$ cat src/rtl/pmck_pkg.sv
package pmck_pkg;
   localparam int CFG_COUNT = 7;

   typedef enum logic [0:0] {SRC_CODE = 1'b0, SRC_CFG = 1'b1} src_e;

   function automatic logic [15:0] cfg_mask(input logic [2:0] sel);
      logic [15:0] m;
      case (sel)
         3'd0:    m = 16'h0003;
         3'd1:    m = 16'h0087;
         3'd2:    m = 16'h00DF;
         3'd3:    m = 16'h00DF;
         3'd4:    m = 16'h00FB;
         3'd5:    m = 16'h00C3;
         3'd6:    m = 16'h00FF;
         default: m = 16'h0000;
      endcase
      return m;
   endfunction
endpackage

$ cat src/rtl/pmck_addr_seq.sv
module pmck_addr_seq
   import pmck_pkg::*;
#(
   parameter int ADDR_W    = 24,
   parameter int ADDR_STEP = 2,
   parameter int CODE_END  = 'h0AFE,
   parameter int CFG_BASE  = 'hF80000
) (
   input  logic              clk,
   input  logic              rst,
   input  logic              start,
   input  logic              fin,
   output logic              busy,
   output logic              accept,
   output logic              rd_en,
   output logic [ADDR_W-1:0] rd_addr,
   output src_e              rd_src,
   output logic [2:0]        rd_sel,
   output logic              rd_last
);
   localparam logic [ADDR_W-1:0] STEP_V = ADDR_W'(ADDR_STEP);
   localparam logic [ADDR_W-1:0] END_V  = ADDR_W'(CODE_END);
   localparam logic [ADDR_W-1:0] BASE_V = ADDR_W'(CFG_BASE);

   logic              issuing;
   src_e              src;
   logic [ADDR_W-1:0] code_addr;
   logic [2:0]        cfg_idx;

   assign accept  = start & ~busy;
   assign rd_en   = issuing;
   assign rd_src  = src;
   assign rd_sel  = cfg_idx;
   assign rd_last = (src == SRC_CFG) && (cfg_idx == 3'(CFG_COUNT - 1));
   assign rd_addr = (src == SRC_CODE) ? code_addr
                                      : BASE_V + ADDR_W'(cfg_idx) * STEP_V;

   always_ff @(posedge clk) begin
      if (rst) begin
         busy      <= 1'b0;
         issuing   <= 1'b0;
         src       <= SRC_CODE;
         code_addr <= '0;
         cfg_idx   <= '0;
      end else if (accept) begin
         busy      <= 1'b1;
         issuing   <= 1'b1;
         src       <= SRC_CODE;
         code_addr <= '0;
         cfg_idx   <= '0;
      end else begin
         if (fin) busy <= 1'b0;
         if (issuing) begin
            if (src == SRC_CODE) begin
               if (code_addr == END_V) src <= SRC_CFG;
               else                    code_addr <= code_addr + STEP_V;
            end else if (rd_last) begin
               issuing <= 1'b0;
            end else begin
               cfg_idx <= cfg_idx + 3'd1;
            end
         end
      end
   end


   busy_holds_chk: assert property (@(posedge clk) disable iff (rst)
      (busy && !fin) |=> busy);

   no_read_idle_chk: assert property (@(posedge clk) disable iff (rst)
      rd_en |-> busy);
endmodule

$ cat src/rtl/pmck_byte_sum.sv
module pmck_byte_sum
   import pmck_pkg::*;
#(
   parameter int DATA_W = 24,
   parameter int CFG_W  = 16,
   parameter int SUM_W  = 16
) (
   input  logic [DATA_W-1:0] data,
   input  src_e              src,
   input  logic [2:0]        sel,
   output logic [SUM_W-1:0]  contrib
);
   localparam int CODE_BYTES = DATA_W / 8;
   localparam int CFG_BYTES  = CFG_W / 8;

   logic [7:0]       code_b [CODE_BYTES];
   logic [7:0]       cfg_b  [CFG_BYTES];
   logic [CFG_W-1:0] masked;

   assign masked = data[CFG_W-1:0] & CFG_W'(cfg_mask(sel));

   for (genvar i = 0; i < CODE_BYTES; i++) begin : g_code_lane
      assign code_b[i] = data[8*i +: 8];
   end
   for (genvar j = 0; j < CFG_BYTES; j++) begin : g_cfg_lane
      assign cfg_b[j] = masked[8*j +: 8];
   end

   logic [SUM_W-1:0] code_sum, cfg_sum;
   always_comb begin
      code_sum = '0;
      for (int i = 0; i < CODE_BYTES; i++) code_sum = code_sum + SUM_W'(code_b[i]);
      cfg_sum = '0;
      for (int j = 0; j < CFG_BYTES; j++) cfg_sum = cfg_sum + SUM_W'(cfg_b[j]);
   end

   assign contrib = (src == SRC_CODE) ? code_sum : cfg_sum;
endmodule

$ cat src/rtl/pmck_accum.sv
module pmck_accum #(
   parameter int SUM_W = 16
) (
   input  logic             clk,
   input  logic             rst,
   input  logic             clear,
   input  logic             valid,
   input  logic             last,
   input  logic [SUM_W-1:0] contrib,
   input  logic             protect,
   output logic             done,
   output logic [SUM_W-1:0] result
);
   logic [SUM_W-1:0] acc, acc_nx;
   assign acc_nx = acc + contrib;

   always_ff @(posedge clk) begin
      if (rst) begin
         acc    <= '0;
         done   <= 1'b0;
         result <= '0;
      end else begin
         done <= 1'b0;
         if (clear) begin
            acc <= '0;
         end else if (valid) begin
            acc <= acc_nx;
            if (last) begin
               done   <= 1'b1;
               result <= protect ? '0 : acc_nx;
            end
         end
      end
   end


   result_hold_chk: assert property (@(posedge clk) disable iff (rst)
      !(valid && last) |=> $stable(result));

   done_pulse_chk: assert property (@(posedge clk) disable iff (rst)
      done |=> !done);
endmodule

$ cat src/rtl/prog_cksum_engine.sv
module prog_cksum_engine
   import pmck_pkg::*;
#(
   parameter int ADDR_W    = 24,
   parameter int DATA_W    = 24,
   parameter int CFG_W     = 16,
   parameter int SUM_W     = 16,
   parameter int ADDR_STEP = 2,
   parameter int CODE_END  = 'h0AFE,
   parameter int CFG_BASE  = 'hF80000
) (
   input  logic              clk,
   input  logic              rst,
   input  logic              start,
   input  logic              code_protect,
   output logic              busy,
   output logic              done,
   output logic [SUM_W-1:0]  checksum,
   output logic              mem_rd_en,
   output logic [ADDR_W-1:0] mem_addr,
   input  logic [DATA_W-1:0] mem_rdata
);
   if (DATA_W % 8 != 0 || CFG_W % 8 != 0 || CFG_W > DATA_W) begin : g_bad_width
      $error("data and config widths must be whole bytes, config not wider than data");
   end
   if (ADDR_STEP < 1 || CODE_END % ADDR_STEP != 0) begin : g_bad_step
      $error("code end address must be a multiple of the address step");
   end
   if (CFG_BASE <= CODE_END) begin : g_bad_base
      $error("config base must lie above the code range");
   end

   logic       accept, fin;
   src_e       rd_src, src_q;
   logic [2:0] rd_sel, sel_q;
   logic       rd_last, valid_q, last_q;
   logic [SUM_W-1:0] contrib;

   pmck_addr_seq #(
      .ADDR_W(ADDR_W), .ADDR_STEP(ADDR_STEP),
      .CODE_END(CODE_END), .CFG_BASE(CFG_BASE)
   ) i_seq (
      .clk(clk), .rst(rst), .start(start), .fin(fin),
      .busy(busy), .accept(accept), .rd_en(mem_rd_en), .rd_addr(mem_addr),
      .rd_src(rd_src), .rd_sel(rd_sel), .rd_last(rd_last)
   );

   always_ff @(posedge clk) begin
      if (rst) begin
         valid_q <= 1'b0;
         last_q  <= 1'b0;
         src_q   <= SRC_CODE;
         sel_q   <= '0;
      end else begin
         valid_q <= mem_rd_en;
         last_q  <= mem_rd_en & rd_last;
         src_q   <= rd_src;
         sel_q   <= rd_sel;
      end
   end

   assign fin = valid_q & last_q;

   pmck_byte_sum #(.DATA_W(DATA_W), .CFG_W(CFG_W), .SUM_W(SUM_W)) i_bytes (
      .data(mem_rdata), .src(src_q), .sel(sel_q), .contrib(contrib)
   );

   pmck_accum #(.SUM_W(SUM_W)) i_acc (
      .clk(clk), .rst(rst), .clear(accept), .valid(valid_q), .last(last_q),
      .contrib(contrib), .protect(code_protect), .done(done), .result(checksum)
   );


   protect_zero_chk: assert property (@(posedge clk) disable iff (rst)
      (done && $past(code_protect)) |-> (checksum == '0));

   busy_falls_chk: assert property (@(posedge clk) disable iff (rst)
      done |-> !busy);

   addr_range_chk: assert property (@(posedge clk) disable iff (rst)
      mem_rd_en |-> (mem_addr <= ADDR_W'(CODE_END) || mem_addr >= ADDR_W'(CFG_BASE)));

   no_gap_chk: assert property (@(posedge clk) disable iff (rst)
      (mem_rd_en && !rd_last) |=> mem_rd_en);
endmodule

$ cat config.mk
export PLATFORM = sky130hd
export DESIGN_NAME = prog_cksum_engine
export DESIGN_NICKNAME = d
export VERILOG_FILES = /design/src/rtl/pmck_pkg.sv /design/src/rtl/pmck_addr_seq.sv /design/src/rtl/pmck_byte_sum.sv /design/src/rtl/pmck_accum.sv /design/src/rtl/prog_cksum_engine.sv
export SDC_FILE = /design/constraint.sdc
export NUM_CORES = 1
export LEC_CHECK = 0
export CORE_UTILIZATION = 65
export CTS_BUF_LIST = sky130_fd_sc_hd__clkbuf_4 sky130_fd_sc_hd__clkbuf_8
export DETAILED_ROUTE_END_ITERATION = 12
export DONT_BUFFER_PORTS = 1
export HOLD_SLACK_MARGIN = 0.02
export PLACE_DENSITY = 0.81
export SYNTH_ARGS = -nofsm -noshare
export SYNTH_HDL_FRONTEND = slang
export SYNTH_SLANG_ARGS = --single-unit
$ cat constraint.sdc
create_clock -name clk -period 5.4 [get_ports clk]
set_input_delay 0.27 -clock clk [delete_from_list [all_inputs] [get_ports clk]]
set_output_delay 0.27 -clock clk [all_outputs]
set_load 0.1 [all_outputs]
* After elaboration in Yosys (flattened, before gate mapping)
Index checks and enable logic that the tools add are counted.
** Word-level totals
- Word-level logic and storage cells :: 59
- Input port bits :: 28
- Flip-flop bits (word level) :: 69
- Output and inout port bits :: 43
** Operators by class
- Bitwise operators :: 10
- Mux-type cells :: 13
- Equality and inequality tests :: 8
- Add/subtract/negate cells :: 7
- Reduce and logical (&&, ||, !) cells :: 9
** Operator list (count)
- 8-bit one-hot mux with 6 select lines :: 1
- 16-bit 2-to-1 mux :: 2
- 24-bit by 2-bit adder with 24-bit output, second input constant :: 1
- 24-bit by 12-bit == test with 1-bit output, second input constant :: 1
- 24-bit 2-to-1 mux :: 1
- 20-bit by 5-bit adder with 21-bit output, first input constant :: 1
- 8-bit by 8-bit adder with 9-bit output :: 2
- 16-bit adder :: 1
- 16-bit by 8-bit adder with 16-bit output :: 1
- 16-bit by 8-bit AND with 16-bit output :: 1
- 3-bit == test, second input constant :: 4
- 1-bit 2-to-1 mux :: 9
- 3-bit AND reduction :: 3
- 3-bit by 2-bit == test with 1-bit output, second input constant :: 2
- 1-bit NOT :: 6
- 2-bit OR reduction :: 2
- 3-bit by 1-bit adder with 3-bit output, second input constant :: 1
- 1-bit AND :: 3
- 3-bit by 1-bit == test with 1-bit output, second input constant :: 1
- 3-bit logical NOT :: 1
- 3-bit OR reduction :: 1
- 2-bit nonzero test :: 1
- 1-bit logical AND :: 1

* Depth between registers and ports, before layout
Gate-level depths: netlist of the first run.
- Depth in word-level cells :: 8
- Gate-level depth with buffers :: 21
- Gate-level depth less buffers :: 21

* Hierarchy
From an unflattened synthesis of the first run, not the netlist that was laid out.
** Unflattened totals
- Cells, all modules :: 552
- Area total of the unflattened synthesis :: 4620.7 um^2
** Modules (own cells, without submodules)
- pmck_accum :: seq. area each 660.6 um^2, area each 2015.7 um^2, times used 1, cells an instance 227
- pmck_addr_seq :: seq. area each 580.6 um^2, area each 1564.0 um^2, times used 1, cells an instance 195
- pmck_byte_sum :: seq. area each 0.0 um^2, area each 860.8 um^2, times used 1, cells an instance 117
- prog_cksum_engine :: seq. area each 120.1 um^2, area each 180.2 um^2, times used 1, cells an instance 13

* Least setup slack after synthesis of the first run
OpenSTA, ideal clock, no wires.
- Kind :: input to register
- Start :: input mem_rdata[0]
- End :: register i_acc.acc[9]
- Stages :: 17
- Required time :: 5284 ps
- Setup slack :: 1510 ps
- Library setup time :: 116 ps
- Path buffers :: 0
- Arrival :: 3774 ps
- Cell sequence :: ha_1 > inv_1 > fa_1 > nor2b_1 > o21ai_0 > nor2b_1 > xnor2_1 > ha_1 > o211a_1 > o41ai_1 > xnor2_1 > nor2_1 > ha_1 > and4_1 > a221oi_2 > mux2_2 > a31o_2
** On the way
- Cells in the longest elaborated chain, start to end :: 4
- Elaborated cells on any way between the ends :: 6
- Classes of those cells :: 4 x add/sub; 1 x mux; 1 x bitwise
** RTL lines
- start: declaration :: RTL line prog_cksum_engine.sv:21 : input logic [DATA_W-1:0] mem_rdata
- 8-bit by 8-bit adder with 9-bit output / 16-bit by 8-bit AND with 16-bit output (equally long branches) :: RTL line pmck_byte_sum.sv:32, pmck_byte_sum.sv:20
- 16-bit by 8-bit adder with 16-bit output / 8-bit by 8-bit adder with 9-bit output (equally long branches) :: RTL line pmck_byte_sum.sv:32, pmck_byte_sum.sv:34
- 16-bit 2-to-1 mux * :: RTL line pmck_byte_sum.sv:37 : assign contrib = (src == SRC_CODE) ? code_sum : cfg_sum;
- 16-bit adder * :: RTL line pmck_accum.sv:15 : assign acc_nx = acc + contrib;
- end signal: assignment :: RTL line pmck_accum.sv:27 : acc <= acc_nx;
- end: declaration :: RTL line pmck_accum.sv:14 : logic [SUM_W-1:0] acc, acc_nx;
Mark *: on every way between the ends. The rest lies on a longest branch, timed or not.
A chain may end at the register's enable or synchronous reset.

* Worst setup path after layout of the first run
- Start :: input mem_rdata[0]
- End :: register i_acc.result[10]
** On the way
- Cells in the longest elaborated chain, start to end :: 5
- Elaborated cells on any way between the ends :: 7
- Classes of those cells :: 4 x add/sub; 2 x mux; 1 x bitwise
** RTL lines
- 8-bit by 8-bit adder with 9-bit output / 16-bit by 8-bit AND with 16-bit output (equally long branches) :: RTL line pmck_byte_sum.sv:32, pmck_byte_sum.sv:20
- 16-bit by 8-bit adder with 16-bit output / 8-bit by 8-bit adder with 9-bit output (equally long branches) :: RTL line pmck_byte_sum.sv:32, pmck_byte_sum.sv:34
- 16-bit 2-to-1 mux * :: RTL line pmck_byte_sum.sv:37
- 16-bit adder * :: RTL line pmck_accum.sv:15
- 16-bit 2-to-1 mux * :: RTL line pmck_accum.sv:30 : result <= protect ? '0 : acc_nx;
- end signal: assignment :: RTL line pmck_accum.sv:30
- end: declaration :: RTL line pmck_accum.sv:12 : output logic [SUM_W-1:0] result
Marked as above.

==> results.yml, run 1 <==
min_path:
  min_to: "i_seq.busy"
  hp-class: "primary input to register"
  hold_depth: 1
  min_from: "start"
final_layout:
  layout.nets: 552
  antenna-diode-count: 0
  final_common_cell: "nor2_1"
  fin_cells: 572
  regArea_mm2: 0.00136
  final_layout_size_suffix_gt1_share_pct: 10.9
  area_growth_syn_to_layout_pct: 6.99
  mostFrequentLayoutCells: "nor2_1 (74), dfxtp_1 (68), o21ai_0 (30), ha_1 (29)"
  final_core_util_pct: 73.7
  num-fill-cells: 471
  multi_input_area_mm2: 0.00271
  fin_area_mm2: 0.00446
die:
  num_rows: 28
  ios: 71
  die_x_um: 82.1
  core_mm2: 0.00606
  dieArea_mm2: 0.00674
  die_y_um: 82.1
  initial_core_util_pct: 68.8
routing:
  route.detailed.drc: 0
  routed_wl_mm: 8.66
  vias: 3344
  drt_iter0_drc: 136
  antenna_left: 0
  vias_per_cell: 5.85
  dr.pass1.iters: 4
  wl_per_cell_um: 15.1
logic_synthesis:
  synth-xor-area-share_pct: 10.7
  synth_edf_count: 0
  synth-simple-area-share_pct: 24.7
  synthCells: 497
  ys.flop_type: "dfxtp_1"
  synth_compound_area_share_pct: 15.6
  yosysSeqAreaShare_pct: 32.6
  synthAdderAreaFrac_pct: 10.1
  syn_nets: 557
  synth_top_family_by_area: "simple AND/OR/NAND/NOR gates"
  synth_seq_cells: 68
  syn_area_mm2: 0.00417
  synth_mux_area_share_pct: 2.76
  synth_warnings: 0
  ys_async_sr_fraction_pct: 0
  synth.lib_cells_used.distinct: 59
  synth.avg_cell_area_um2: 8.40
sta:
  fin_setup_tns_ps: 0
  fmax_mhz: 252
  tightest_slew_ps: 1060
  slew_viol_final: 0
  max-slew-margin-rel_pct: 28.9
  fin_worst_skew_ps: 7.64
  final-hold-violation-count: 0
  setup_ws_ps: 1440
  period_needed_ps: 3960
  rsz0062_at_grt: "no"
  finalSetupViolations: 0
  fin_crit_sh_pct: 73.4
critical_path:
  worstSetupPathDepth: 20
  slowest_delay_ps: 390
  critPathMaxFanout: 6
  critPathKind: "primary input to register"
  cp_cell_sequence: "ha_1 > inv_1 > fa_1 > nor2b_1 > o21ai_0 > nor2b_1 > xnor2_1 > ha_1 > nor3_1 > nor2_1 > a31oi_1 > xor2_1 > o21ai_0 > ha_1 > a21oi_1 > nand2_1 > o211ai_4 > a21oi_2 > or3_1 > a32o_1"
  critPathTopFamily: "compound AO/OA/AOI/OAI gates"
  cp-start-kind: "primary input"
  critPathSlowestCell: "fa_1"
  critPathMostFrequentCell: "ha_1"
  cp.required_ps: 5630
  rrSetupSlack_ps: 2430
  reg2reg_to: "i_acc.acc[9]"
  cp_num_buf_inv: 1
  crit_start: "mem_rdata[0]"
  cp-end-kind: "register"
  r2r_cells: 9
  rr_startpoint: "src_q"
  arrival_ps: 4190
cts:
  post_cts_buffers: 0
  clkSinkCount: 68
  clk_path_buf_depth: 2
  cts_tree: "yes"
  cts_made_buffers: 9
  insertion_delay_ps: 340
  htreeDepth: 3
  clk_pin_slew_ps: 70
  cts_root_buffer: "clkbuf_8"
grt:
  grt_pass1_vias: 3090
  globalRoute.totalOverflow: 0
  antenna_found_initial: 0
  grt_max_degree: 46
  grtUsageTotal_pct: 27.1
  grt_pass1_wl_mm: 13.9
pwr:
  cellLeakagePower_uw: 0.00173
  power.density_mw_per_mm2: 295
  peakVddDrop_mv: 0.222
placement:
  pre_cts_ws_ps: 1210
  place.gp.congestion: 0.846
  port_buffers: 0
  dp_hpwl_mm: 6.29
  dp_cells: 555
  post_dp_cell_area_mm2: 0.00424
run:
  drv_cap: 0
status:
  status: "finished clean"
[stage by stage]
| step | power (µW) | hold slack (ps) |
|---|---|---|
| 2_1_floorplan | 819 | 342 |
| 3_3_place_gp | 866 | 344 |
| 3_5_place_dp | 876 | 346 |
| 4_1_cts | 1320 | 36.8 |
| 5_1_grt | 1380 | 39.7 |
| 6_report | 1320 | 47.8 |
[how the worst max path moves through the flow]
stage,endpoint,slack [ps]
4_1_cts,i_acc.result[10],1490
5_1_grt,i_acc.result[10],1110
3_3_place_gp,i_acc.result[10],1350
3_5_place_dp,i_acc.result[10],1210
6_report,i_acc.result[10],1440
2_1_floorplan,i_acc.acc[9],1510
[kinds of logic after synthesis]
logic type	after synthesis
fa+ha+maj	32
compound gates	95
xor+xnor	51
other cells	1
simple gates	204
flops	68
mux	11
buf+inv	35
[synthesized netlist by cell type, drive strengths merged, types with 5 or more instances]
library cell | n | area (µm²)
a211oi | 5 | 37.5
a21oi | 22 | 125
and3 | 5 | 31.3
and4 | 5 | 43.8
buf | 5 | 27.5
clkbuf | 14 | 53.8
dfxtp | 68 | 1360
ha | 29 | 363
inv | 16 | 60.1
mux2i | 7 | 70.1
nand2 | 27 | 101
nand3 | 16 | 80.1
nand4 | 9 | 56.3
nor2 | 74 | 278
nor2b | 31 | 201
nor3 | 11 | 55.1
o21ai | 30 | 150
or2 | 8 | 52.6
or3 | 6 | 42.5
xnor2 | 24 | 210
xor2 | 27 | 236
[worst register-to-register path: stages, from the launching register on]
cell and delay (ps):
dfxtp_1 670, nand2_1 100, o22ai_1 240, ha_1 340, a21oi_1 170, nor2b_1 70, or3_4 350, a221oi_2 340
mux2_2 370, a31o_2 200
[area by class of cell]
cell class	count	area share (%)
sequential	68	30.5
clock buffer	13	3.87
tap	75	2.10
multi-input combinational	394	60.7
timing repair buffer	3	0.561
inverter	16	1.35
clock inverter	3	0.981
[flip-flops by register name (all words and copies together), names as in the netlist]
register / flops
i_acc.acc: 16
i_acc.result: 16
sel_q: 3
i_seq.rd_sel: 3
i_seq.rd_src: 1
i_seq.code_addr: 23
i_seq.busy: 1
i_seq.rd_en: 1
src_q: 1
last_q: 1
i_acc.done: 1
valid_q: 1
[timing repair]
item / CTS / global route
resized for setup: 0 / 0
hold buffers: 1 / 0
hold endpoints to repair: 12 / 0
[power breakdown]
part | total [µW] | internal (µW) | leakage, µW | switching, µW
Combinational | 356 | 144 | 0.00107 | 212
Sequential | 518 | 507 | 0.000549 | 10.5
Clock | 443 | 257 | 0.000113 | 186
[routing by layer]
| layer | vias up | routed length, µm | GRT usage, % |
|---|---|---|---|
| met5 | - | 0 | 0 |
| met4 | 0 | 116 | 9.65 |
| met3 | 9 | 431 | 7.14 |
| met2 | 73 | 4380 | 47.9 |
| met1 | 1545 | 3730 | 31.3 |
| li1 | 1717 | - | - |
Power figures use the tool's default switching activity.
==> run 2: changes to the inputs <==
- clock period: 5.4 -> 4 ns (I/O delays scaled with it)
==> results.yml, run 2 (synthesis results as in run 1) <==
critical_path:
  critPathSlowestCell: "fa_1"
  arrival_ps: 3980
  rr_startpoint: "sel_q[2]"
  crit_start: "mem_rdata[0]"
  cp-end-kind: "register"
  critPathKind: "primary input to register"
  critPathMaxFanout: 6
  cp-start-kind: "primary input"
  critPathMostFrequentCell: "ha_1"
  slowest_delay_ps: 400
  cp_cell_sequence: "ha_1 > inv_1 > fa_1 > nor2b_1 > o21ai_0 > nor2b_1 > xnor2_1 > ha_1 > nor3_1 > nor2_1 > a31oi_1 > xor2_1 > o21ai_0 > ha_1 > a21oi_1 > nand2_1 > o211ai_4 > a21oi_2 > or3_1 > a32o_1"
  cp.required_ps: 4240
grt:
  antenna_found_initial: 0
  grtUsageTotal_pct: 26.7
  grt_pass1_wl_mm: 13.7
  grt_max_degree: 46
  globalRoute.totalOverflow: 0
  grt_pass1_vias: 3068
status:
  status: "finished clean"
die:
  die_x_um: 82.1
  core_mm2: 0.00606
  initial_core_util_pct: 68.8
  die_y_um: 82.1
  ios: 71
  dieArea_mm2: 0.00674
  num_rows: 28
pwr:
  combPwrFrac_pct: 29.3
  cellLeakagePower_uw: 0.00175
  peakVddDrop_mv: 0.282
  p_sw_uw: 556
  power.density_mw_per_mm2: 382
  p_int_uw: 1170
  share_clk_of_total_power_pct: 30.6
  switching_share_pct: 32.3
  pwr-share-seq_pct: 40.0
placement:
  place.gp.congestion: 0.887
  pre_cts_ws_ps: -83.8
  port_buffers: 0
  dp_hpwl_mm: 6.51
run:
  drv_cap: 0
sta:
  slew_viol_final: 0
  final-hold-violation-count: 0
  finalSetupViolations: 0
  fin_setup_tns_ps: 0
  fin_crit_sh_pct: 93.4
  fmax_mhz: 268
  period_needed_ps: 3740
  setup_ws_ps: 263
  fin_worst_skew_ps: 11.6
  max-slew-margin-rel_pct: 28.9
  rsz0062_at_grt: "yes"
  tightest_slew_ps: 1060
routing:
  routed_wl_mm: 8.66
  drt_iter0_drc: 163
  route.detailed.drc: 0
  antenna_left: 0
  wl_per_cell_um: 14.9
  vias: 3436
  dr.pass1.iters: 4
  vias_per_cell: 5.91
final_layout:
  largest_register_ffs: 23
  area_growth_syn_to_layout_pct: 7.98
  layout.nets: 561
  reg_top3: "i_seq.code_addr: 23 flops, i_acc.acc: 16 flops, i_acc.result: 16 flops"
  final_layout_size_suffix_gt1_share_pct: 12.3
  mostFrequentLayoutCells: "nor2_1 (74), dfxtp_1 (68), o21ai_0 (30), ha_1 (29)"
  final_common_cell: "nor2_1"
  regMostFlops: "i_seq.code_addr"
  antenna-diode-count: 0
cts:
  clk_pin_slew_ps: 80
  cts_made_buffers: 9
  cts_root_buffer: "clkbuf_8"
  clk_path_buf_depth: 2
  insertion_delay_ps: 340
  post_cts_buffers: 0
  htreeDepth: 3
  cts_tree: "yes"
  cts_resized: 0
  clkSinkCount: 68
min_path:
  min_from: "code_protect"
  hp-class: "primary input to register"
[run 2: timing repair]
action | in CTS | in global routing
hold buffers | 2 | 0
endpoints found under the hold margin | 13 | 0
setup endpoints to repair | 0 | 1
[run 2: worst max-delay path, delay by kind of cell]
kind / cells / cell delay (ps)
XOR/XNOR: 2 / 300
AO/OA/AOI/OAI: 7 / 1220
adder cells (fa/ha/maj): 4 / 1250
buffers and inverters: 1 / 60
AND/OR/NAND/NOR: 6 / 960
[run 2: metrics by stage]
step	cell area (µm²)	cells	hold WS, ps	utilization (%)	total power, µW
CTS	4510	581	73.1	74.3	1730
detailed placement	4300	563	276	70.9	1200
finish	4510	581	85.2	74.3	1720
global route	4510	581	68.6	74.3	1820
global placement	4300	563	274	70.9	1190
floorplan	4170	497	272	-	1110
[run 2: worst paths after layout]
path | slack [ps] | depth (start not counted) | endpoint
worst max-delay path | 260 | 20 | i_acc.result[10]
worst min-delay path | 90 | 3 | i_acc.result[1]
worst max register to register | 1030 | 10 | i_acc.acc[9]
worst min register to register | 500 | 2 | i_acc.acc[6]
[run 2: final cells by class]
cell class	instances	area (µm²)
Clock inverter	3	21.3
Fill cell	455	1560
Clock buffer	13	166
Multi-Input combinational cell	394	2710
Timing Repair Buffer	12	95.1
Sequential cell	68	1360
Inverter	16	60.1
Tap cell	75	93.8
[run 2: per-layer routing]
metal	up-vias	wire length (µm)	GRT usage, %
met1	1610	3670	29.7
met2	72	4360	47.5
li1	1737	-	-
met4	0	161	9.12
met5	-	0	0
met3	17	464	8.79
[run 2: power by group through the flow]
stage               Sequential, µW  Combinational, µW  Clock, µW
CTS                            690                504        538
finish                         690                505        528
floorplan                      716                390          0
global route                   690                560        570
detailed placement             705                497          0
global placement               705                481          0
